File: src/rtl/nvmc_pkg.sv
package nvmc_pkg;

  typedef enum logic [2:0] {
    CMD_NONE       = 3'd0,
    CMD_PROG_ROW   = 3'd1,
    CMD_ERASE_ROWS = 3'd2,
    CMD_ERASE_BOOT = 3'd3,
    CMD_ERASE_ALL  = 3'd4,
    CMD_ERASE_CFG  = 3'd5,
    CMD_ERASE_DATA = 3'd6,
    CMD_ERASE_GEN  = 3'd7
  } nvm_cmd_e;

  typedef enum logic [1:0] {
    CLS_NOP  = 2'd0,
    CLS_PROG = 2'd1,
    CLS_ROW  = 2'd2,
    CLS_BULK = 2'd3
  } op_class_e;

  localparam int unsigned DATA_W  = 16;
  localparam int unsigned OP_W    = 6;
  localparam int unsigned GO_BIT  = 0;
  localparam int unsigned EN_BIT  = 1;
  localparam int unsigned ERR_BIT = 2;
  localparam int unsigned SEL_BIT = 7;
  localparam int unsigned OP_LSB  = 8;

endpackage

File: src/rtl/nvmc_unlock.sv
module nvmc_unlock #(
  parameter logic [15:0] KEY_A = 16'h3C5A,
  parameter logic [15:0] KEY_B = 16'hA5C3
) (
  input  logic        clk,
  input  logic        rst_n,
  input  logic        key_wr,
  input  logic [15:0] key_data,
  output logic        armed
);

  logic stage_q, stage_d;
  logic armed_q, armed_d;

  // the first key opens a one-cycle window for the second key;
  // the second key opens a one-cycle window for the start write
  always_comb begin
    stage_d = key_wr && (key_data == KEY_A);
    armed_d = key_wr && (key_data == KEY_B) && stage_q;
  end

  always_ff @(posedge clk or negedge rst_n) begin
    if (!rst_n) begin
      stage_q <= 1'b0;
      armed_q <= 1'b0;
    end else begin
      stage_q <= stage_d;
      armed_q <= armed_d;
    end
  end

  assign armed = armed_q;

  a_r3_armed_needs_key_pair: assert property (@(posedge clk) disable iff (!rst_n)
    armed_q |-> $past(key_wr && key_data == KEY_B));

  a_r3_arm_lasts_one_cycle: assert property (@(posedge clk) disable iff (!rst_n)
    armed_q |=> !armed_q);

endmodule

File: src/rtl/nvmc_decode.sv
module nvmc_decode
  import nvmc_pkg::*;
(
  input  logic            erase_sel,
  input  logic [OP_W-1:0] op,
  output nvm_cmd_e        cmd,
  output op_class_e       cls,
  output logic [2:0]      rows
);

  always_comb begin
    cmd  = CMD_NONE;
    cls  = CLS_NOP;
    rows = 3'd0;
    if (erase_sel) begin
      unique case (op[5:2])
        4'b1010: begin cmd = CMD_ERASE_BOOT; cls = CLS_BULK; end
        4'b1001: begin cmd = CMD_ERASE_ALL;  cls = CLS_BULK; end
        4'b0101: begin cmd = CMD_ERASE_CFG;  cls = CLS_BULK; end
        4'b0100: begin cmd = CMD_ERASE_DATA; cls = CLS_BULK; end
        4'b0011: begin cmd = CMD_ERASE_GEN;  cls = CLS_BULK; end
        4'b0110: begin
          unique case (op[1:0])
            2'b00: begin cmd = CMD_ERASE_ROWS; cls = CLS_ROW; rows = 3'd1; end
            2'b01: begin cmd = CMD_ERASE_ROWS; cls = CLS_ROW; rows = 3'd2; end
            2'b10: begin cmd = CMD_ERASE_ROWS; cls = CLS_ROW; rows = 3'd4; end
            default: ;
          endcase
        end
        default: ;
      endcase
    end else if (op[5:2] == 4'b0001) begin
      cmd  = CMD_PROG_ROW;
      cls  = CLS_PROG;
      rows = 3'd1;
    end
  end

  always_comb begin
    a_r6_class_matches_cmd: assert ((cmd == CMD_NONE) == (cls == CLS_NOP));
  end

endmodule

File: src/rtl/nvmc_timer.sv
module nvmc_timer #(
  parameter int unsigned CNT_W = 8
) (
  input  logic             clk,
  input  logic             rst_n,
  input  logic             active,
  input  logic             load,
  input  logic [CNT_W-1:0] load_val,
  input  logic             skip_done,
  input  logic             done,
  output logic             complete
);

  logic [CNT_W-1:0] cnt_q, cnt_d;
  logic             seen_q, seen_d;
  logic             cnt_last;

  assign cnt_last = (cnt_q <= CNT_W'(1));
  assign complete = active && cnt_last && (seen_q || done);

  always_comb begin
    cnt_d  = cnt_q;
    seen_d = seen_q;
    if (load) begin
      cnt_d  = load_val;
      seen_d = skip_done;
    end else if (active && !complete) begin
      if (cnt_q != '0) cnt_d = cnt_q - CNT_W'(1);
      seen_d = seen_q || done;
    end
  end

  always_ff @(posedge clk or negedge rst_n) begin
    if (!rst_n) begin
      cnt_q  <= '0;
      seen_q <= 1'b0;
    end else begin
      cnt_q  <= cnt_d;
      seen_q <= seen_d;
    end
  end

  a_r8_count_moves_down: assert property (@(posedge clk) disable iff (!rst_n)
    (active && !load && !complete && $past(active)) |=> (cnt_q <= $past(cnt_q)));

  a_r8_load_starts_window: assert property (@(posedge clk) disable iff (!rst_n)
    load |=> (cnt_q != '0));

endmodule

File: src/rtl/nvmc_ctrl_reg.sv
module nvmc_ctrl_reg
  import nvmc_pkg::*;
#(
  parameter int unsigned ADDR_W = 16,
  parameter int unsigned T_PROG = 64,
  parameter int unsigned T_ROW  = 256,
  parameter int unsigned T_BULK = 2048,
  parameter logic [15:0] KEY_A  = 16'h3C5A,
  parameter logic [15:0] KEY_B  = 16'hA5C3
) (
  input  logic              clk,
  input  logic              por_n,
  input  logic              rst_n,
  input  logic              bus_wr,
  input  logic              bus_key_sel,
  input  logic [15:0]       bus_wdata,
  output logic [15:0]       bus_rdata,
  input  logic [ADDR_W-1:0] tbl_addr,
  output logic              be_start,
  output logic [2:0]        be_cmd,
  output logic [2:0]        be_rows,
  output logic [ADDR_W-1:0] be_addr,
  input  logic              be_done
);

  localparam int unsigned T_PR  = (T_PROG > T_ROW) ? T_PROG : T_ROW;
  localparam int unsigned T_MAX = (T_PR > T_BULK) ? T_PR : T_BULK;
  localparam int unsigned CNT_W = $clog2(T_MAX + 1);

  // ---------------- bus decode ----------------
  logic ctl_wr, key_wr;
  logic unused_wdata;

  assign ctl_wr = bus_wr && !bus_key_sel;
  assign key_wr = bus_wr &&  bus_key_sel;
  assign unused_wdata = &{1'b0, bus_wdata[15:14], bus_wdata[6:3]};

  // ---------------- unlock window ----------------
  logic armed;

  nvmc_unlock #(.KEY_A(KEY_A), .KEY_B(KEY_B)) u_unlock (
    .clk      (clk),
    .rst_n    (rst_n),
    .key_wr   (key_wr),
    .key_data (bus_wdata),
    .armed    (armed)
  );

  // ---------------- command decode ----------------
  nvm_cmd_e        dec_cmd;
  op_class_e       dec_cls;
  logic [2:0]      dec_rows;
  logic [OP_W-1:0] wr_op;

  assign wr_op = bus_wdata[OP_LSB +: OP_W];

  nvmc_decode u_decode (
    .erase_sel (bus_wdata[SEL_BIT]),
    .op        (wr_op),
    .cmd       (dec_cmd),
    .cls       (dec_cls),
    .rows      (dec_rows)
  );

  // ---------------- registers ----------------
  logic            go_q, go_d;
  logic            en_q, en_d;
  logic            sel_q, sel_d;
  logic [OP_W-1:0] op_q, op_d;
  nvm_cmd_e        cmd_q, cmd_d;
  logic [2:0]      rows_q, rows_d;
  logic [ADDR_W-1:0] addr_q, addr_d;
  logic            launch_q, launch_d;
  logic            err_q, err_d;
  logic            shadow_q, shadow_d;

  logic            set_try, accept, reg_wr_en;
  logic            tmr_complete;
  logic [CNT_W-1:0] load_val;

  assign set_try   = ctl_wr && bus_wdata[GO_BIT] && !go_q;
  assign accept    = set_try && bus_wdata[EN_BIT] && armed;
  assign reg_wr_en = ctl_wr && !go_q;

  always_comb begin
    unique case (dec_cls)
      CLS_PROG: load_val = CNT_W'(T_PROG);
      CLS_ROW:  load_val = CNT_W'(T_ROW);
      CLS_BULK: load_val = CNT_W'(T_BULK);
      default:  load_val = CNT_W'(1);
    endcase
  end

  nvmc_timer #(.CNT_W(CNT_W)) u_timer (
    .clk       (clk),
    .rst_n     (rst_n),
    .active    (go_q),
    .load      (accept),
    .load_val  (load_val),
    .skip_done (dec_cls == CLS_NOP),
    .done      (be_done),
    .complete  (tmr_complete)
  );

  // next state: field updates, start acceptance, busy hold
  always_comb begin
    en_d     = en_q;
    sel_d    = sel_q;
    op_d     = op_q;
    cmd_d    = cmd_q;
    rows_d   = rows_q;
    addr_d   = addr_q;
    launch_d = 1'b0;
    go_d     = go_q && !tmr_complete;
    if (reg_wr_en) begin
      en_d  = bus_wdata[EN_BIT];
      sel_d = bus_wdata[SEL_BIT];
      op_d  = wr_op;
    end
    if (accept) begin
      go_d     = 1'b1;
      cmd_d    = dec_cmd;
      rows_d   = dec_rows;
      addr_d   = tbl_addr;
      launch_d = (dec_cmd != CMD_NONE);
    end else if (go_q && tmr_complete) begin
      cmd_d  = CMD_NONE;
      rows_d = 3'd0;
    end
  end

  always_ff @(posedge clk or negedge rst_n) begin
    if (!rst_n) begin
      go_q     <= 1'b0;
      en_q     <= 1'b0;
      sel_q    <= 1'b0;
      op_q     <= '0;
      cmd_q    <= CMD_NONE;
      rows_q   <= 3'd0;
      addr_q   <= '0;
      launch_q <= 1'b0;
    end else begin
      go_q     <= go_d;
      en_q     <= en_d;
      sel_q    <= sel_d;
      op_q     <= op_d;
      cmd_q    <= cmd_d;
      rows_q   <= rows_d;
      addr_q   <= addr_d;
      launch_q <= launch_d;
    end
  end

  // error flag lives in the power-on domain so a warm reset cannot hide an abort
  always_comb begin
    shadow_d = rst_n ? go_d : 1'b0;
    if (!rst_n)                 err_d = err_q || shadow_q;
    else if (set_try && !accept) err_d = 1'b1;
    else if (accept)            err_d = 1'b0;
    else if (reg_wr_en)         err_d = bus_wdata[ERR_BIT];
    else                        err_d = err_q;
  end

  always_ff @(posedge clk or negedge por_n) begin
    if (!por_n) begin
      err_q    <= 1'b0;
      shadow_q <= 1'b0;
    end else begin
      err_q    <= err_d;
      shadow_q <= shadow_d;
    end
  end

  // ---------------- outputs ----------------
  always_comb begin
    bus_rdata                     = '0;
    bus_rdata[GO_BIT]             = go_q;
    bus_rdata[EN_BIT]             = en_q;
    bus_rdata[ERR_BIT]            = err_q;
    bus_rdata[SEL_BIT]            = sel_q;
    bus_rdata[OP_LSB +: OP_W]     = op_q;
  end

  assign be_start = launch_q;
  assign be_cmd   = cmd_q;
  assign be_rows  = rows_q;
  assign be_addr  = addr_q;

  // ---------------- assertions ----------------
  a_r3_rise_needs_unlock: assert property (@(posedge clk) disable iff (!rst_n)
    $rose(go_q) |-> $past(armed && ctl_wr && bus_wdata[EN_BIT]));

  a_r4_fall_only_on_complete: assert property (@(posedge clk) disable iff (!rst_n)
    $fell(go_q) |-> $past(tmr_complete));

  a_r7_start_single_pulse: assert property (@(posedge clk) disable iff (!rst_n)
    be_start |=> !be_start);

  a_r7_start_while_busy: assert property (@(posedge clk) disable iff (!rst_n)
    be_start |-> (go_q && be_cmd != 3'd0));

  a_r7_cmd_held: assert property (@(posedge clk) disable iff (!rst_n)
    (go_q && $past(go_q)) |-> ($stable(be_cmd) && $stable(be_addr) && $stable(be_rows)));

  a_r10_abort_flags_error: assert property (@(posedge clk) disable iff (!por_n)
    (!rst_n && shadow_q) |=> err_q);

endmodule

File: config.mk
export PLATFORM = sky130hd
export DESIGN_NAME = nvmc_ctrl_reg
export DESIGN_NICKNAME = d
export VERILOG_FILES = /design/src/rtl/nvmc_pkg.sv /design/src/rtl/nvmc_unlock.sv /design/src/rtl/nvmc_decode.sv /design/src/rtl/nvmc_timer.sv /design/src/rtl/nvmc_ctrl_reg.sv
export SDC_FILE = /design/constraint.sdc
export NUM_CORES = 1
export LEC_CHECK = 0
export ABC_AREA = 1
export BUFFER_PORTS_ARGS = -buffer_cell sky130_fd_sc_hd__buf_4
export CAP_MARGIN = 5
export CORE_MARGIN = 5
export CORE_UTILIZATION = 54
export CTS_BUF_LIST = sky130_fd_sc_hd__clkbuf_4
export DETAILED_ROUTE_END_ITERATION = 6
export PLACE_DENSITY = 0.83
export SLEW_MARGIN = 25
export SYNTH_ARGS = -nofsm -noshare
export SYNTH_HDL_FRONTEND = slang
export SYNTH_SLANG_ARGS = --single-unit
File: constraint.sdc
create_clock -name clk -period 1.9 [get_ports clk]
set_input_delay 0.095 -clock clk [delete_from_list [all_inputs] [get_ports clk]]
set_output_delay 0.095 -clock clk [all_outputs]
set_load 0.02 [all_outputs]
# ---- After elaboration in Yosys (flattened, before gate mapping)
# Index checks and enable logic that the tools add are counted.
dict set report totals {
  elab_cells 89
  ff_bits 49
  in_bits 38
}
dict set report op_classes {
  order_cmp 1
  mux 27
  n_addsub 1
  n_reduce_logical 31
  eq_ne 15
}
# cell n
set ops {}
lappend ops {{2-to-1 mux 12 bit} 3}
lappend ops {{one-hot mux 12 bit (3 select lines)} 1}
lappend ops {{2-to-1 mux 3 bit} 6}
lappend ops {{one-hot mux 3 bit (6 select lines)} 1}
lappend ops {{== test 16 x 14 -> 1 bit (second input constant)} 1}
lappend ops {{== test 16 bit (second input constant)} 1}
lappend ops {{logical AND 1 bit} 15}
lappend ops {{== test 4 x 3 -> 1 bit (second input constant)} 3}
lappend ops {{<= comparator 12 x 1 -> 1 bit (second input constant)} 1}
lappend ops {{nonzero test 12 bit} 1}
lappend ops {{subtractor 12 x 1 -> 12 bit (second input constant)} 1}
lappend ops {{2-to-1 mux 1 bit} 11}
lappend ops {{one-hot mux 3 bit (3 select lines)} 1}
lappend ops {{== test 4 bit (second input constant)} 2}
lappend ops {{== test 2 bit (second input constant)} 3}
lappend ops {{2-to-1 mux 2 bit} 3}
lappend ops {{nonzero test 2 bit} 3}
lappend ops {{OR reduction 5 bit} 1}
lappend ops {{== test 2 x 1 -> 1 bit (second input constant)} 2}
lappend ops {{== test 4 x 1 -> 1 bit (second input constant)} 1}
lappend ops {{== test 4 x 2 -> 1 bit (second input constant)} 1}
lappend ops {{zero test 1 bit} 4}
lappend ops {{zero test 2 bit} 2}
lappend ops {{!= test 4 x 1 -> 1 bit (second input constant)} 1}
lappend ops {{5 further kinds} 6}

# ---- Logic depth before layout (Yosys ltp)
# Gate-level depths: netlist (run 1).
dict set report logic_depth {
  word_depth 10
  mapped_depth 14
  mapped_depth_nobuf 13
}

# ---- Cells and area by module
# From an unflattened synthesis (run 1), not the netlist that was laid out.
dict set report hier_totals {
  hier_cells 421
  hier_area_um2 2894.0
}
# module n_inst seq_area_each_um2 area_each_um2 cells_each
set modules_own_cells {}
lappend modules_own_cells {nvmc_ctrl_reg 1 850.8 1468.9 171}
lappend modules_own_cells {nvmc_timer 1 325.3 1022.2 162}
lappend modules_own_cells {nvmc_decode 1 0.0 209.0 49}
lappend modules_own_cells {nvmc_unlock 1 50.0 193.9 39}

# ---- Worst setup path before layout (run 1)
# Ideal clock, no wire load.
dict set report synth_path {
  path_type {register to register}
  from {register u_timer.cnt_q[0]}
  to {register u_timer.cnt_q[4]}
  path_stages_with_launch 15
  slack_ns 0.280
  arrival_time_ns 1.501
  t_required_ns 1.782
  path_cell_list {dfrtp_1 -> inv_1 -> ha_1 -> inv_1 -> nand2_1 -> nand2_1 -> nor2_1 -> nand2_1 -> nand2_1 -> nand2_2 -> nand2_4 -> inv_2 -> buf_6 -> nand3_2 -> o21ai_2}
}
dict set report synth_via {
  elab_chain_len 7
  word_cells_on_any_way 13
  classes_between {1 x add/sub; 1 x order compare; 3 x mux; 8 x reduce/logical}
}
# item line
set synth_lines {}
lappend synth_lines {{from (decl)} nvmc_timer.sv:14} ;# logic [CNT_W-1:0] cnt_q, cnt_d;
lappend synth_lines {{from (signal assigned)} nvmc_timer.sv:38} ;# cnt_q <= cnt_d;
lappend synth_lines {{<= comparator 12 x 1 -> 1 bit} nvmc_timer.sv:18} ;# assign cnt_last = (cnt_q <= CNT_W'(1));
lappend synth_lines {{logical AND 1 bit (2 in series)} nvmc_timer.sv:19} ;# assign complete = active && cnt_last && (seen_q || done);
lappend synth_lines {{zero test 1 bit} nvmc_timer.sv:27} ;# end else if (active && !complete) begin
lappend synth_lines {{logical AND 1 bit} nvmc_timer.sv:27}
lappend synth_lines {{nonzero test 2 bit (no line)} -}
lappend synth_lines {{AND reduction 2 bit (no line)} -}
# Parallel ways exist; a longest one is shown, timed or not. The select of a mux whose other input is x is not followed.
# A chain may end at the register's enable or synchronous reset.

# ---- Worst setup path after layout (run 1)
dict set report layout_path {
  from {register go_q}
  to {register u_timer.cnt_q[0]}
}
dict set report layout_via {
  elab_chain_len 6
  word_cells_on_any_way 12
  classes_between {1 x mux; 11 x reduce/logical}
}
# item line
set layout_lines {}
lappend layout_lines {{from (decl)} nvmc_ctrl_reg.sv:66} ;# logic go_q, go_d;
lappend layout_lines {{from (signal assigned)} nvmc_ctrl_reg.sv:143} ;# go_q <= go_d;
lappend layout_lines {{zero test 1 bit / logical AND 1 bit (equally long branches)} {nvmc_ctrl_reg.sv:81, nvmc_timer.sv:19}}
lappend layout_lines {{logical AND 1 bit (on tied branches)} {nvmc_ctrl_reg.sv:81, nvmc_timer.sv:19}}
lappend layout_lines {{logical AND 1 bit / zero test 1 bit (equally long branches)} {nvmc_ctrl_reg.sv:82, nvmc_timer.sv:27}}
lappend layout_lines {{logical AND 1 bit (on tied branches)} {nvmc_ctrl_reg.sv:82, nvmc_timer.sv:27}}
lappend layout_lines {{nonzero test 2 bit (no line)} -}
lappend layout_lines {{AND reduction 2 bit (no line)} -}
# Parallel ways exist; a longest one is shown, timed or not.

==> results of run 1 <==
[sequential cells by signal, indices dropped and copies added, names as in the netlist]
register          count
go_q                  1
be_rows               3
shadow_q              1
en_q                  1
be_cmd                3
be_start              1
u_unlock.stage_q      1
u_timer.seen_q        1
sel_q                 1
u_unlock.armed        1
err_q                 1
op_q                  6
be_addr              16
u_timer.cnt_q        12
[worst max path at each step]
| stage | from | end | slack, ns |
|---|---|---|---|
| floorplan | u_timer.cnt_q[0] | u_timer.cnt_q[4] | 0.28 |
| global placement | u_timer.cnt_q[0] | u_timer.cnt_q[8] | 0.20 |
| detailed placement | u_timer.cnt_q[0] | u_timer.cnt_q[4] | 0.13 |
| CTS | bus_wdata[0] | u_unlock.armed | 0.05 |
| global route | u_timer.cnt_q[0] | u_timer.cnt_q[5] | 0.009 |
| finish | go_q | u_timer.cnt_q[0] | 0.16 |
[stage by stage]
stage | setup slack (ns) | util
2_1_floorplan | 0.280 | -
3_3_place_gp | 0.200 | 0.665
3_5_place_dp | 0.128 | 0.665
4_1_cts | 0.0539 | 0.734
5_1_grt | 0.00898 | 0.737
6_report | 0.164 | 0.737
[final cells by class]
cell class,count,area (um2),area share
Clock inverter,2,35.0,0.0101
Sequential cell,49,1230,0.352
Timing Repair Buffer,100,815,0.234
Tap cell,67,83.8,0.0241
Inverter,29,113,0.0324
Multi-Input combinational cell,249,1170,0.336
Clock buffer,5,37.5,0.0108
[tightest hold or removal path, stage by stage]
cell	delay, ns
buf_4	0.08
nor4_1	0.04
nand4_1	0.08
nor4_2	0.04
[cell usage in the layout, fill, tap and decap left out, types with 3 or more instances in the layout]
cell,synthesis,layout
nand2_1,129,129
buf_4,13,75
dfrtp_1,49,49
nor2_1,37,37
inv_1,27,25
dlygate4sd3_1,0,24
o21ai_0,16,16
nand3_1,13,13
xor2_1,8,8
conb_1,1,6
clkbuf_4,0,5
nor2_2,4,4
a21oi_1,4,4
nand2_2,3,3
nor4_1,4,3
nor3_1,3,3
o21ai_1,3,3
o21ai_2,3,3
[cell families (layout without fill, tap and decap cells)]
kind of cell,Yosys count,count (layout),synth area share
AO/OA/AOI/OAI,31,31,0.0696
flip-flops,49,49,0.467
adder cells (fa/ha/maj),3,3,0.0143
AND/OR/NAND/NOR,200,200,0.319
buffers and inverters,49,136,0.0977
XOR/XNOR,8,8,0.0267
other,1,6,0.00143
multiplexers,1,1,0.00381
[power breakdown]
| part | switching [W] | internal, W | leakage (nW) |
|---|---|---|---|
| Sequential | 0.0000133 | 0.00107 | 0.653 |
| Combinational | 0.000155 | 0.000138 | 1.25 |
| Clock | 0.000325 | 0.000268 | 0.0410 |
[cells in the mapped netlist]
cell type,instances,area (um2)
o41ai_1,1,8.76
nor4_1,4,25.0
clkbuf_1,3,11.3
nand3_1,13,65.1
a31oi_1,2,12.5
buf_6,3,33.8
o21ai_1,3,15.0
nand3_2,2,20.0
nand2_2,3,18.8
dfrtp_1,49,1230
inv_2,2,7.51
inv_1,27,101
nand2_4,1,11.3
xor2_1,8,70.1
nand2_1,129,484
nand4_1,2,12.5
o21ai_2,3,26.3
buf_4,13,97.6
nor2_2,4,25.0
nor3_1,3,15.0
a21oi_1,4,20.0
o21ai_0,16,80.1
ha_1,3,37.5
nor3_2,1,10.0
nand4_2,1,12.5
conb_1,1,3.75
nor2_1,37,139
mux2i_1,1,10.0
a32o_1,2,20.0
buf_2,1,5.00
[layer usage]
metal,up-vias,GRT usage,wire [um]
li1,1236,-,-
met1,1126,0.286,2740
met2,106,0.391,3230
met3,11,0.0609,555
met4,0,0.0773,106
met5,-,0,0
[timing repair]
action	in CTS	in global routing
endpoints found under the hold margin	67	0
setup buffers	0	1
setup endpoints to repair	0	14
gates resized for setup	0	8
hold buffers	25	0
==> impl_metrics.ini, run 1 <==
[sta]
timing.hold.ws_ns = 0.00618
rsz0062_at_grt = false
fin_tns_setup_ns = 0
drv_slew = 0
fin_skew_ns = 0.00908
timing.final.crit_share = 0.914
setup_violations = 0
period_needed_ns = 1.74
hold_viol = 0
fmax_mhz = 576

[routing]
drc = 0
wire_per_inst_um = 13.2
via_count = 2479
dr.pass1.iters = 4
viasPerCell = 4.95
drtAntennaViolNets = 0
drt_iter0_drc = 191
totalWireLength_um = 6640

[synthesis]
yosys_warnings = 0
yosys_register_bits = 49
synth.distinct_cells = 30
synth_area_um2 = 2630
postSynthCellCount = 342
avgSynthCellArea_um2 = 7.68
ys_seq_area_frac = 0.467

[worst_setup_path]
crit_slowest_cell = dfrtp_1
crit_fanout = 12
r2r_slack_ns = 0.16
crit_path_frequent_cell = nand2_1
cp_top_family = simple AND/OR/NAND/NOR gates
cp_data_arrival_time_ns = 2.05
crit_buf_inv = 0
critPathLaunchType = flop
path_cells = nor3_2 -> nand2_2 -> a31oi_1 -> nand3_1 -> nand2_1 -> nand2_1 -> nand2_1
critPathKind = flop to flop
required_ns = 2.21
cp.depth = 7
rr_endpoint = u_timer.cnt_q[0]
rr_startpoint = go_q
ff2ff_path_depth = 7
endpoint_kind = flop
crit_path_max_incr_delay_ns = 0.44

[worst_hold_path]
min_path_cells = 4
hold_path_end = u_unlock.armed
min-delay-start = bus_wdata[4]
hp-class = input pin to flop

[finish]
num_antenna_cells = 0
syn_to_final_growth_pct = 32.6
nets = 475
n_fill_cell = 363
final_cell_area_um2 = 3480
drive_gt1_frac = 0.240
finalNonFillerCells = 501

[placed_design]
place_area_um2 = 3140
port_buffers = 70
dpl.cell_count = 469
hpwl_um = 4780
routabilityCongestion = 0.881

[outcome]
status = finished clean

[grt]
antenna_found_initial = 0
grt-ovfl-total = 0
grt_pass1_wl_um = 11600
grt_use_total = 0.231
grt_pass1_vias = 2577
grt_max_degree = 34

[clocking]
cts_sinks = 49
numCtsBuffers = 5
cts_root_buffer = clkbuf_4
htreeDepth = 2
cts_buffer_depth = 2
clk_latency_ns = 0.36
cts_tree = done
clkSlewWorstSetupHoldPaths_ns = 0.13

[flow_run]
max_cap_viol_count = 0

[floorplan]
ioPinCount = 77
die_y_um = 79.7
fp.coreArea_um2 = 4720
rows = 25
die_x_um = 79.7
start_util = 0.556
dieArea_um2 = 6360

[power]
power-per-cell-area_nw_per_um2 = 565
leakage_nw = 1.95
power_w = 0.00197
vdd_drop_max_v = 0.000361
Note: power is estimated with default switching activity, not from simulation.
==> run 2, diff against run 1 <==
--- a/config.mk
+++ b/config.mk
@@ -13,6 +13,7 @@
 export CTS_BUF_LIST = sky130_fd_sc_hd__clkbuf_4
 export DETAILED_ROUTE_END_ITERATION = 6
 export PLACE_DENSITY = 0.83
+export REMOVE_ABC_BUFFERS = 1
 export SLEW_MARGIN = 25
 export SYNTH_ARGS = -nofsm -noshare
 export SYNTH_HDL_FRONTEND = slang
==> impl_metrics.ini, run 2 (same netlist as run 1, synthesis figures left out) <==
[outcome]
status = finished clean

[power]
leakage_nw = 1.96
vdd_drop_max_v = 0.000376
power-per-cell-area_nw_per_um2 = 605

[finish]
regArea_um2 = 1230
nets = 476
drive_gt1_frac = 0.239
layout_common_cells = nand2_1 (129), buf_4 (76), dfrtp_1 (49)
final_util = 0.743
num_antenna_cells = 0
n_fill_cell = 349
multi_input_area_um2 = 1160
syn_to_final_growth_pct = 33.7
final_common_cell = nand2_1
largest_reg_flops = 16
finalNonFillerCells = 503

[placed_design]
port_buffers = 70
routabilityCongestion = 0.869
dpl.cell_count = 470
hpwl_um = 4690

[clocking]
clkSlewWorstSetupHoldPaths_ns = 0.15
cts_tree = done
htreeDepth = 2
cts_buffer_depth = 2
clk_latency_ns = 0.36
cts_root_buffer = clkbuf_4
numCtsBuffers = 5
cts_sinks = 49

[routing]
via_count = 2507
totalWireLength_um = 6650
dr.pass1.iters = 4
drtAntennaViolNets = 0
wire_per_inst_um = 13.2
drt_iter0_drc = 137
drc = 0
viasPerCell = 4.98

[worst_setup_path]
required_ns = 2.16
cp_data_arrival_time_ns = 2.02
crit_fanout = 11
critPathLaunchType = flop
critPathKind = flop to flop
endpoint_kind = flop
r2r_slack_ns = 0.14

[floorplan]
dieArea_um2 = 6360
ioPinCount = 77
start_util = 0.556
rows = 25
die_x_um = 79.7
die_y_um = 79.7
fp.coreArea_um2 = 4720

[sta]
drv_slew = 0
period_needed_ns = 1.76
rsz0062_at_grt = false
fin_skew_ns = 0.00775
fin_tns_setup_ns = 0
fmax_mhz = 567
timing.hold.ws_ns = 0.0260
hold_viol = 0
setup_violations = 0
timing.final.crit_share = 0.928

[grt]
grt_pass1_wl_um = 11100
grt_pass1_vias = 2449
grt-ovfl-total = 0
antenna_found_initial = 0
grt_use_total = 0.227
grt_max_degree = 31

[flow_run]
max_cap_viol_count = 0

[worst_hold_path]
hp-class = input pin to flop
==> run 2: changes by cell type in the layout (fill, tap and decap cells not counted) <==
cell | before | now
inv_2 | 2 | 3
nor4_1 | 3 | 4
buf_4 | 75 | 76
dlygate4sd3_1 | 24 | 25
buf_6 | 1 | 0
bufinv_16 | 1 | 2
nor4_2 | 1 | 0
clkinv_2 | 2 | 1
==> run 2: repair_timing <==
action                                 in CTS  in global routing
setup endpoints to repair                   0                 12
hold buffers                               25                  0
endpoints found under the hold margin      67                  0
buffers inserted                            0                  0
gates resized for setup                     0                  5
==> run 2: stage by stage <==
stage / setup WS [ns] / total power [W] / instance area (um2)
final: 0.137 / 0.00212 / 3510
after global routing: 0.0356 / 0.00221 / 3510
after CTS: 0.0295 / 0.00213 / 3500
after detailed placement: 0.131 / 0.00135 / 3150
after global placement: 0.207 / 0.00135 / 3150
after floorplan: 0.160 / 0.00120 / 2500
==> run 2: final cells by class <==
type                       instances  share of cell area
clock buffer                       5              0.0107
clock inverter                     3              0.0185
multi-input combinational        249               0.332
tap                               67              0.0239
inverter                          29              0.0317
sequential                        49               0.350
timing repair buffer             101               0.234
==> run 2: report_power, final <==
part	internal (W)	switching (W)	leakage [nW]
Sequential	0.00107	0.0000140	0.653
Clock	0.000408	0.000339	0.0552
Combinational	0.000138	0.000155	1.25
==> run 2: layer usage <==
| metal | global-route usage | wire length (um) | up-vias |
|---|---|---|---|
| met4 | 0.0687 | 76 | 0 |
| met1 | 0.278 | 2770 | 1170 |
| li1 | - | - | 1239 |
| met5 | 0 | 0 | - |
| met3 | 0.0542 | 480 | 8 |
| met2 | 0.393 | 3320 | 90 |
==> run 2: critical path, stage by stage (launching register included) <==
cell and delay, ns:
dfrtp_1 0.46, inv_2 0.11, ha_2 0.22, inv_1 0.06, nand2_1 0.05, nand2_1 0.04
nor2_1 0.08, nand2_1 0.08, nand2_1 0.08, nand2_2 0.09, nand2_4 0.12, inv_4 0.08
nor2_1 0.12, a21oi_1 0.06
==> run 2: path summary, 6_finish.rpt <==
check | to | depth (start not counted) | from
min in group asynchronous | err_q | 2 | por_n
min reg2reg | en_q | 2 | en_q
max | u_timer.cnt_q[8] | 13 | u_timer.cnt_q[0]
min | u_unlock.stage_q | 3 | bus_wr
max reg2reg | u_timer.cnt_q[8] | 13 | u_timer.cnt_q[0]
max in group asynchronous | be_addr[9] | 3 | rst_n
==> run 3, diff against run 2 <==
--- a/config.mk
+++ b/config.mk
@@ -8,6 +8,7 @@
 export ABC_AREA = 1
 export BUFFER_PORTS_ARGS = -buffer_cell sky130_fd_sc_hd__buf_4
 export CAP_MARGIN = 5
+export CORE_ASPECT_RATIO = 1.4
 export CORE_MARGIN = 5
 export CORE_UTILIZATION = 54
 export CTS_BUF_LIST = sky130_fd_sc_hd__clkbuf_4
==> impl_metrics.ini, run 3 (same netlist as run 1, synthesis figures left out) <==
[power]
vdd_drop_max_v = 0.000397
power-per-cell-area_nw_per_um2 = 573
power_w = 0.00202
leakage_nw = 1.96

[grt]
grt-ovfl-total = 0
antenna_found_initial = 1
grt_use_total = 0.243
grt_max_degree = 32
grt_pass1_vias = 2629
grt_pass1_wl_um = 11800

[sta]
rsz0062_at_grt = false
period_needed_ns = 1.71
setup_violations = 0
fin_tns_setup_ns = 0
hold_viol = 0
timing.final.crit_share = 0.899
timing.hold.ws_ns = 0.0140
fmax_mhz = 585
drv_slew = 0
setup_ws_ns = 0.191
fin_skew_ns = 0.0167

[finish]
largest_reg_flops = 16
final_common_cell = nand2_1
n_fill_cell = 365
nets = 477
drive_gt1_frac = 0.240
regArea_um2 = 1230
syn_to_final_growth_pct = 34.1
multi_input_area_um2 = 1170
final_util = 0.739
layout_common_cells = nand2_1 (129), buf_4 (76), dfrtp_1 (49)

[clocking]
clk_latency_ns = 0.38
cts_sinks = 49
cts_root_buffer = clkbuf_4
htreeDepth = 2
cts_tree = done
clkSlewWorstSetupHoldPaths_ns = 0.13
cts_buffer_depth = 2
numCtsBuffers = 5

[worst_hold_path]
hp-class = input pin to flop

[worst_setup_path]
crit_path_frequent_cell = nand2_1
cp_data_arrival_time_ns = 2.03
endpoint_kind = flop
crit_slowest_cell = dfrtp_1
required_ns = 2.22
crit_fanout = 11
crit_path_max_incr_delay_ns = 0.45
critPathLaunchType = flop
cp_top_family = simple AND/OR/NAND/NOR gates
path_cells = nor3_2 -> nand2_2 -> a31oi_1 -> nand3_1 -> nand2_1 -> nand2_1 -> nand2_1
crit_buf_inv = 0
critPathKind = flop to flop

[floorplan]
start_util = 0.551
dieArea_um2 = 6380
die_y_um = 92.5
ioPinCount = 77
die_x_um = 68.9
rows = 30
fp.coreArea_um2 = 4770

[placed_design]
routabilityCongestion = 0.880
pre_cts_ws_ns = 0.0758
port_buffers = 70
hpwl_um = 4740

[routing]
drc = 0
dr.pass1.iters = 4
drtAntennaViolNets = 0
via_count = 2574
totalWireLength_um = 7140
viasPerCell = 5.12
wire_per_inst_um = 14.2
drt_iter0_drc = 174

[outcome]
status = finished clean

[flow_run]
max_cap_viol_count = 0
[run 3: cell types whose count changed in the layout (fill, tap and decap cells not counted)]
cell and change:
diode_2 +2, buf_12 +1, bufinv_16 -1, clkbuf_4 +1, clkinv_2 -1, clkinv_4 +1, ha_2 -1, ha_4 +1
[run 3: worst reg2reg max path, delay by kind of cell, from the launching register on]
| family | cells | cell delay (ns) |
|---|---|---|
| AND/OR/NAND/NOR | 6 | 0.91 |
| AO/OA/AOI/OAI | 1 | 0.29 |
| flip-flops | 1 | 0.45 |
[run 3: metrics by stage]
stage / instances / area [um2]
CTS: 498 / 3480
floorplan: 327 / 2500
global placement: 465 / 3140
finish: 503 / 3520
detailed placement: 465 / 3140
global route: 503 / 3520
[run 3: final timing paths]
path | startpoint | endpoint | slack, ns | cells past startpoint
min in group asynchronous | por_n | err_q | 0.03 | 2
worst min register to register | op_q[3] | op_q[3] | 0.50 | 2
worst min-delay path | bus_wdata[14] | u_unlock.armed | 0.01 | 4
worst max-delay path | go_q | u_timer.cnt_q[0] | 0.19 | 7
worst max register to register | go_q | u_timer.cnt_q[0] | 0.19 | 7
max in group asynchronous | rst_n | op_q[4] | 1.12 | 3
[run 3: cell type report]
cell class                 count  area share
clock buffer                   6      0.0128
inverter                      29      0.0316
tap                           64      0.0227
antenna                        2     0.00142
multi-input combinational    249       0.333
timing repair buffer         102       0.239
sequential                    49       0.348
clock inverter                 2      0.0110
[run 3: routing by layer]
layer / vias to the layer above / track usage / wire [um]
met5: - / 0 / 0
met4: 0 / 0.164 / 442
met3: 33 / 0.0364 / 376
met2: 80 / 0.416 / 3760
met1: 1220 / 0.266 / 2560
li1: 1241 / - / -
[run 3: where the power goes]
part           switching, W  leakage [nW]  internal, W  total [W]
clock              0.000348        0.0459     0.000295   0.000643
combinational      0.000157          1.27     0.000138   0.000295
sequential        0.0000123         0.653      0.00107    0.00108
total              0.000517          1.96      0.00150    0.00202
[run 3: what timing repair did]
item,in CTS,in global routing
hold endpoints to repair,67,0
resized for setup,0,6
endpoints found under the setup margin,0,11
buffers inserted,0,3
hold buffers,25,0
